$ cat src/rtl/uirq_pkg.sv
package uirq_pkg;
  localparam int NUM_SRC = 9;

  localparam logic [7:0] OFS_SET  = 8'h08;
  localparam logic [7:0] OFS_CLR  = 8'h0C;
  localparam logic [7:0] OFS_MASK = 8'h10;
  localparam logic [7:0] OFS_STAT = 8'h14;
  localparam logic [7:0] OFS_RAW  = 8'h2C;

  localparam int B_RX_TRIG  = 0;
  localparam int B_RX_EMPTY = 1;
  localparam int B_RX_FULL  = 2;
  localparam int B_TX_EMPTY = 3;
  localparam int B_TX_FULL  = 4;
  localparam int B_OVERRUN  = 5;
  localparam int B_FRAMING  = 6;
  localparam int B_PARITY   = 7;
  localparam int B_TIMEOUT  = 8;

  typedef struct packed {
    logic set_wr;
    logic clr_wr;
    logic stat_wr;
    logic rd_en;
  } strobe_t;
endpackage

$ cat src/rtl/uirq_decode.sv
module uirq_decode
  import uirq_pkg::*;
#(
  parameter int ADDR_W = 8
) (
  input  logic              sel,
  input  logic              wr,
  input  logic [ADDR_W-1:0] addr,
  output strobe_t           stb
);
  localparam int CMP_W = (ADDR_W < 8) ? ADDR_W : 8;

  function automatic logic hit(input logic [ADDR_W-1:0] a, input logic [7:0] ofs);
    logic [ADDR_W-1:0] full;
    full = '0;
    full[CMP_W-1:0] = ofs[CMP_W-1:0];
    return a == full;
  endfunction

  always_comb begin
    stb.set_wr  = sel & wr & hit(addr, OFS_SET);
    stb.clr_wr  = sel & wr & hit(addr, OFS_CLR);
    stb.stat_wr = sel & wr & hit(addr, OFS_STAT);
    stb.rd_en   = sel & ~wr;
  end
endmodule

$ cat src/rtl/uirq_mask_reg.sv
module uirq_mask_reg
  import uirq_pkg::*;
(
  input  logic               clk,
  input  logic               rst,
  input  logic               set_wr,
  input  logic               clr_wr,
  input  logic [NUM_SRC-1:0] bits,
  output logic [NUM_SRC-1:0] mask_q
);
  always_ff @(posedge clk) begin
    if (rst)
      mask_q <= '0;
    else if (set_wr)
      mask_q <= mask_q | bits;
    else if (clr_wr)
      mask_q <= mask_q & ~bits;
  end

  // ones written through the set alias are present afterwards
  p_mask_set_r2: assert property (@(posedge clk) disable iff (rst)
    set_wr |=> ((mask_q & $past(bits)) == $past(bits)));

  // ones written through the clear alias are absent afterwards
  p_mask_clr_r3: assert property (@(posedge clk) disable iff (rst)
    clr_wr |=> ((mask_q & $past(bits)) == '0));
endmodule

$ cat src/rtl/uirq_status_reg.sv
module uirq_status_reg
  import uirq_pkg::*;
(
  input  logic               clk,
  input  logic               rst,
  input  logic [NUM_SRC-1:0] evt,
  input  logic               clr_wr,
  input  logic [NUM_SRC-1:0] bits,
  output logic [NUM_SRC-1:0] stat_q
);
  for (genvar i = 0; i < NUM_SRC; i++) begin : g_bit
    always_ff @(posedge clk) begin
      if (rst)
        stat_q[i] <= 1'b0;
      else if (evt[i])
        stat_q[i] <= 1'b1;
      else if (clr_wr && bits[i])
        stat_q[i] <= 1'b0;
    end
  end

  // every pulse is captured, even against a same-cycle clear
  p_evt_sticky_r5: assert property (@(posedge clk) disable iff (rst)
    1'b1 |=> ((stat_q & $past(evt)) == $past(evt)));

  // cleared bits without a simultaneous event drop
  p_w1c_r6: assert property (@(posedge clk) disable iff (rst)
    clr_wr |=> ((stat_q & $past(bits & ~evt)) == '0));
endmodule

$ cat src/rtl/uirq_bank.sv
module uirq_bank
  import uirq_pkg::*;
#(
  parameter int ADDR_W = 8,
  parameter int DATA_W = 32
) (
  input  logic               clk,
  input  logic               rst,
  input  logic               bus_sel,
  input  logic               bus_wr,
  input  logic [ADDR_W-1:0]  bus_addr,
  input  logic [DATA_W-1:0]  bus_wdata,
  output logic [DATA_W-1:0]  rd_data,
  input  logic [NUM_SRC-1:0] evt,
  input  logic               lv_rx_trig,
  input  logic               lv_rx_empty,
  input  logic               lv_tx_empty,
  input  logic               lv_tx_full,
  output logic               irq
);
  localparam int CMP_W = (ADDR_W < 8) ? ADDR_W : 8;

  strobe_t            stb;
  logic [NUM_SRC-1:0] wbits;
  logic [NUM_SRC-1:0] mask_q;
  logic [NUM_SRC-1:0] stat_q;
  logic [NUM_SRC-1:0] raw;
  logic [NUM_SRC-1:0] rd_sel;

  assign wbits = bus_wdata[NUM_SRC-1:0];

  uirq_decode #(.ADDR_W(ADDR_W)) u_dec (
    .sel (bus_sel),
    .wr  (bus_wr),
    .addr(bus_addr),
    .stb (stb)
  );

  uirq_mask_reg u_mask (
    .clk   (clk),
    .rst   (rst),
    .set_wr(stb.set_wr),
    .clr_wr(stb.clr_wr),
    .bits  (wbits),
    .mask_q(mask_q)
  );

  uirq_status_reg u_stat (
    .clk   (clk),
    .rst   (rst),
    .evt   (evt),
    .clr_wr(stb.stat_wr),
    .bits  (wbits),
    .stat_q(stat_q)
  );

  always_comb begin
    raw = '0;
    raw[B_RX_TRIG]  = lv_rx_trig;
    raw[B_RX_EMPTY] = lv_rx_empty;
    raw[B_TX_EMPTY] = lv_tx_empty;
    raw[B_TX_FULL]  = lv_tx_full;
  end

  always_comb begin
    if (bus_addr == ADDR_W'(OFS_MASK[CMP_W-1:0]))
      rd_sel = mask_q;
    else if (bus_addr == ADDR_W'(OFS_STAT[CMP_W-1:0]))
      rd_sel = stat_q;
    else if (bus_addr == ADDR_W'(OFS_RAW[CMP_W-1:0]))
      rd_sel = raw;
    else
      rd_sel = '0;
  end

  always_ff @(posedge clk) begin
    if (rst) begin
      rd_data <= '0;
    end else if (stb.rd_en) begin
      rd_data <= '0;
      rd_data[NUM_SRC-1:0] <= rd_sel;
    end
  end

  always_ff @(posedge clk) begin
    if (rst)
      irq <= 1'b0;
    else
      irq <= |(stat_q & mask_q);
  end

  // the line reports the masked status of the previous cycle
  p_irq_follow_r8: assert property (@(posedge clk) disable iff (rst)
    1'b1 |=> (irq == |($past(stat_q) & $past(mask_q))));

  // no read returns anything above the source bits
  p_hi_zero_r10: assert property (@(posedge clk) disable iff (rst)
    rd_data[DATA_W-1:NUM_SRC] == '0);
endmodule

$ cat config.mk
export PLATFORM = sky130hd
export DESIGN_NAME = uirq_bank
export DESIGN_NICKNAME = d
export VERILOG_FILES = /design/src/rtl/uirq_pkg.sv /design/src/rtl/uirq_decode.sv /design/src/rtl/uirq_mask_reg.sv /design/src/rtl/uirq_status_reg.sv /design/src/rtl/uirq_bank.sv
export SDC_FILE = /design/constraint.sdc
export NUM_CORES = 1
export LEC_CHECK = 0
export BUFFER_PORTS_ARGS = -buffer_cell sky130_fd_sc_hd__buf_4
export CORE_ASPECT_RATIO = 0.75
export CORE_UTILIZATION = 30
export CTS_BUF_LIST = sky130_fd_sc_hd__clkbuf_4 sky130_fd_sc_hd__clkbuf_8
export DETAILED_ROUTE_END_ITERATION = 8
export PLACE_DENSITY = 0.7
export SLEW_MARGIN = 20
export SYNTH_ARGS = -nofsm -noshare
export SYNTH_HDL_FRONTEND = slang
export SYNTH_SLANG_ARGS = --single-unit
$ cat constraint.sdc
create_clock -name clk -period 3 [get_ports clk]
set_input_delay 0.6 -clock clk [delete_from_list [all_inputs] [get_ports clk]]
set_output_delay 0.6 -clock clk [all_outputs]
set_load 0.02 [all_outputs]
Yosys cells after proc, flatten, opt, wreduce, memory -nomap -nowiden --
Index checks and enable logic that the tools add are counted.
Operators by class: add/sub/neg operators 0, multipliers 0, divide/modulo/power cells 0, $lt $le $gt $ge 0, equal/unequal tests 5, shift operators 0, mux-type cells 23, bitwise gates (word level) 10, reductions and logical operators 20
Operator list (number):
- two-way mux 9 bit | 4
- nonzero test 2 bit | 10
- bitwise AND 9 bit | 2
- two-way mux 1 bit | 18
- equality test 8 x 4 -> 1 bit, second input constant | 2
- equality test 8 x 5 -> 1 bit, second input constant | 2
- logical AND 1 bit | 9
- inverter 9 bit | 1
- bitwise OR 9 bit | 1
- OR reduction 9 bit | 1
- equality test 8 x 6 -> 1 bit, second input constant | 1
- bitwise AND 1 bit | 5
- two-way mux 5 bit | 1
- inverter 1 bit | 1
Word-level totals: register bits 28, bits in latches 0, memory bits (writable) 0, memory bits (read-only) 0, input bits 57, logic and storage cells 70, memories 0

Depth between registers and ports, before layout --
depth in word-level cells 5, gate-level depth with buffers 5

Modules after synthesis --
A second synthesis with hierarchy kept.
Second synthesis, totals: cells, all modules 169, area, all modules 1624.1 sq um
Modules (own cells, without submodules):
- uirq_bank | times used 1, cells an instance 83, area an instance 745.7 sq um, seq. area each 200.2 sq um
- uirq_status_reg | times used 1, cells an instance 38, area an instance 405.4 sq um, seq. area each 180.2 sq um
- uirq_mask_reg | times used 1, cells an instance 39, area an instance 396.6 sq um, seq. area each 180.2 sq um
- uirq_decode | times used 1, cells an instance 9, area an instance 76.3 sq um, seq. area each 0.0 sq um

Worst setup path after synthesis --
Ideal clock, no wire load.
kind input port to flip-flop, start input port bus_addr[1], end register u_stat.stat_q[3], library setup time 133 ps, arrival 1434 ps, data required time 2867 ps, setup slack 1432 ps, cell stages on the path 4, path through nor4_4 > and4_1 > buf_4 > a311oi_1
On the way: longest elaborated chain between the ends 4
Ends and longest elaborated chain:
- from (decl) | RTL line uirq_bank.sv:11 | input logic [ADDR_W-1:0] bus_addr,
- equality test 8 x 5 -> 1 bit | RTL line uirq_decode.sv:17 | return a == full;
- bitwise AND 1 bit | RTL line uirq_decode.sv:23 | stb.stat_wr = sel & wr & hit(addr, OFS_STAT);
- logical AND 1 bit | RTL line uirq_status_reg.sv:17 | else if (clr_wr && bits[i])
- nonzero test 2 bit (no source line)
- to (signal, indexed assignment) | RTL line uirq_status_reg.sv:14 | stat_q[i] <= 1'b0;
- to (signal, indexed assignment) | RTL line uirq_status_reg.sv:16 | stat_q[i] <= 1'b1;
- to (signal, indexed assignment) | RTL line uirq_status_reg.sv:18 | stat_q[i] <= 1'b0;
- to (decl) | RTL line uirq_status_reg.sv:9 | output logic [NUM_SRC-1:0] stat_q
Every way passes these cells. A chain may end at the register's enable or synchronous reset.

Final worst setup path --
start input port bus_addr[1], end register u_stat.stat_q[0]
The elaborated chain is that of the path after synthesis.

==> impl_metrics.env <==
export IMPL_floorplan_rows=22
export IMPL_start_kind="input port"
export IMPL_syn_inst=171
export IMPL_fin_crit_sh=0.567
export IMPL_worstPathArrival_ps=1850
export IMPL_timing_hold_worst_start="rd_data[6]"
export IMPL_firstDrtPassIters=4
export IMPL_maxCapViolCount=0
export IMPL_place_gp_congestion=0.813
export IMPL_cts_max_path_bufs=2
export IMPL_timing_max_transition_violations_final=0
export IMPL_critPathRequiredTime_ps=3150
export IMPL_r2r_end="irq"
export IMPL_die_height_um=64.3
export IMPL_initial_core_util=0.315
export IMPL_grt_setup_unrepaired="no"
export IMPL_synth_seq_cells=28
export IMPL_final_critical_path_setup_slack_ps=1300
export IMPL_dr_total_vias=1283
export IMPL_worst_r2r_setup_slack_ps=1920
export IMPL_nNetsFinal=268
export IMPL_destination_of_the_worst_hold_path="rd_data[6]"
export IMPL_layout_min_cycle_time_ps=1700
export IMPL_synth_largest_type_area_fraction=0.362
export IMPL_dpl_hpwl_mm=2.71
export IMPL_critPathKind="input port to register"
export IMPL_vias_in_the_first_global_route=1157
export IMPL_mappedNetlistArea_um2=1550
export IMPL_postSynthAreaPerCell_um2=9.07
export IMPL_critPathCaptureType="register"
export IMPL_htree_levels=1
export IMPL_path_clk_slew_ps=90
export IMPL_timing_max_slew_rel_slack=0.610
export IMPL_netlist_top_cells_area="dfxtp_1 36%, buf_4 12%, mux2i_1 5.8%, nand2b_1 5.6%, nand4_1 5.6%"
export IMPL_regToRegStartpoint="u_stat.stat_q[5]"
export IMPL_post_cts_resized_instances=0
export IMPL_cts_inserted_buffers=3
export IMPL_run_status="complete, no violations"
export IMPL_global_route_usage_total=0.134
export IMPL_edff_count_synth=0
export IMPL_hold_viol_final=0
export IMPL_tritoncts="built"
export IMPL_ys_types=32
export IMPL_fill_cells=506
export IMPL_grt_antenna_before_repair=0
export IMPL_fp_dieW_um=85.0
export IMPL_tritoncts_num_sinks=28
export IMPL_library_cell_with_the_highest_instance_count_after_synthesis="dfxtp_1"
export IMPL_insertion_delay_ps=270
export IMPL_yosysWarningCount=0
export IMPL_fp_dieArea_um2=5460
export IMPL_post_cts_buffers=0
export IMPL_path_cells="buf_4, nor4_4, buf_4, and4_1, a311oi_1"
export IMPL_leakage_power_of_the_design_nw=0.842
export IMPL_timing_hold_worst_class="register to register"
export IMPL_detailedPlace_worstSlack_ps=989
export IMPL_grt_pass1_wl_mm=5.63
export IMPL_fmax_mhz=588
export IMPL_timing_hold_worst_path_depth=2
export IMPL_drt_iter0_markers=60
export IMPL_worst_ir_drop_vdd_v=0.000158
export IMPL_synth_async_reset_ratio=0
export IMPL_post_route_drc_violation_count=0
export IMPL_fp_coreArea_um2=4930
export IMPL_antennaDiodeCount=0
export IMPL_dr_wl_cell_um=13.1
export IMPL_cts_hold_buf=0
export IMPL_area_growth_syn_to_layout_pct=21.1
export IMPL_worst_path_max_delay_cell="and4_1"
export IMPL_root_driver="clkbuf_8"
export IMPL_skew_ps=1.27
export IMPL_grt_start_max_net_pins=31
export IMPL_grt_overflow_total=0
export IMPL_slowest_delay_ps=460
export IMPL_synthTopCellsByCount="28 x dfxtp_1, 24 x buf_4, 14 x nand2b_1, 14 x nand4_1, 13 x nor2_1"
export IMPL_setup_tns_ps=0
export IMPL_io_pins=90
export IMPL_proportion_of_layout_cells_with_a_drive_suffix_above_1=0.267
export IMPL_port_buffers=43
export IMPL_detail_route_vias_per_cell=4.75
export IMPL_synth_top_area_cell="dfxtp_1"
export IMPL_power_per_cell_area_nw_per_um2=392
export IMPL_drt_total_wl_mm=3.53
export IMPL_drt_antenna_violating_nets=0
export IMPL_number_of_cells_traversed_by_the_worst_register_to_register_path=3
export IMPL_worst_path_max_fanout=16
export IMPL_postSynth_topFlopCell="dfxtp_1"
export IMPL_path_common_cell="buf_4"
export IMPL_tightestPinTransition_ps=582
export IMPL_report_final_setup_viol=0
export IMPL_yosysSeqAreaShare=0.362
## cell type report
class | instances | area, µm² | share of cell area
Clock buffer | 4 | 55.1 | 0.0293
Timing Repair Buffer | 44 | 330 | 0.176
Inverter | 9 | 33.8 | 0.0180
Sequential cell | 28 | 561 | 0.299
Tap cell | 60 | 75.1 | 0.0400
Multi-Input combinational cell | 125 | 822 | 0.438
## worst max-delay path, delay by kind of cell
family          cells  cell delay [ps]
compound gates      1              150
buf+inv             2              370
simple gates        2              710
## per-stage QoR
stage               utilization  area [µm²]  total power, mW  hold WS, ps  instances
floorplan                     -        1630            0.483          462        193
global placement          0.370        1820            0.510          443        266
detailed placement        0.370        1820            0.512          447        266
CTS                       0.381        1880            0.740          461        270
global route              0.381        1880            0.773          478        270
finish                    0.381        1880            0.735          458        270
## metal layers
layer | up-vias | GRT usage | wire [µm]
met4 | 0 | 0.0360 | 9
met2 | 36 | 0.191 | 1550
met3 | 2 | 0.0478 | 193
li1 | 654 | - | -
met1 | 591 | 0.190 | 1780
met5 | - | 0 | 0
## worst max path at each step
stage	startpoint	to	slack [ps]	depth (start not counted)
4_1_cts	bus_addr[1]	u_stat.stat_q[0]	1300	5
5_1_grt	bus_addr[1]	u_stat.stat_q[6]	1260	5
3_5_place_dp	bus_addr[1]	u_stat.stat_q[0]	990	5
3_3_place_gp	bus_addr[1]	u_stat.stat_q[1]	1030	5
2_1_floorplan	bus_addr[1]	u_stat.stat_q[3]	1430	4
6_report	bus_addr[1]	u_stat.stat_q[0]	1300	5
## cell families (layout without fill, tap and decap cells)
| family | count (synthesis) | after routing | synth area share |
|---|---|---|---|
| and+or+nand+nor | 61 | 61 | 0.248 |
| buffers and inverters | 40 | 57 | 0.161 |
| DFF | 28 | 28 | 0.362 |
| AOI/OAI and AO/OA | 27 | 27 | 0.132 |
| muxes | 14 | 14 | 0.0944 |
| other | 1 | 23 | 0.00242 |
## power breakdown
group          leakage (nW)  switching [mW]  internal (mW)  total, mW
sequential            0.228         0.00725          0.380      0.387
clock                0.0288           0.114          0.117      0.232
combinational         0.585          0.0675         0.0484      0.116
## cell usage in the layout (no fill, tap or decap), types with 4 or more instances in the layout
master	count
nor2_1	13
a311oi_1	9
o31ai_1	4
nand2b_1	14
dfxtp_1	28
inv_1	9
conb_1	23
nand4_1	14
a21oi_1	5
mux2_2	5
mux2i_1	9
nand3b_1	5
buf_4	44
a22oi_1	5
nand2_1	6
clkbuf_8	4
No activity file was read; power rests on OpenSTA's default activity.
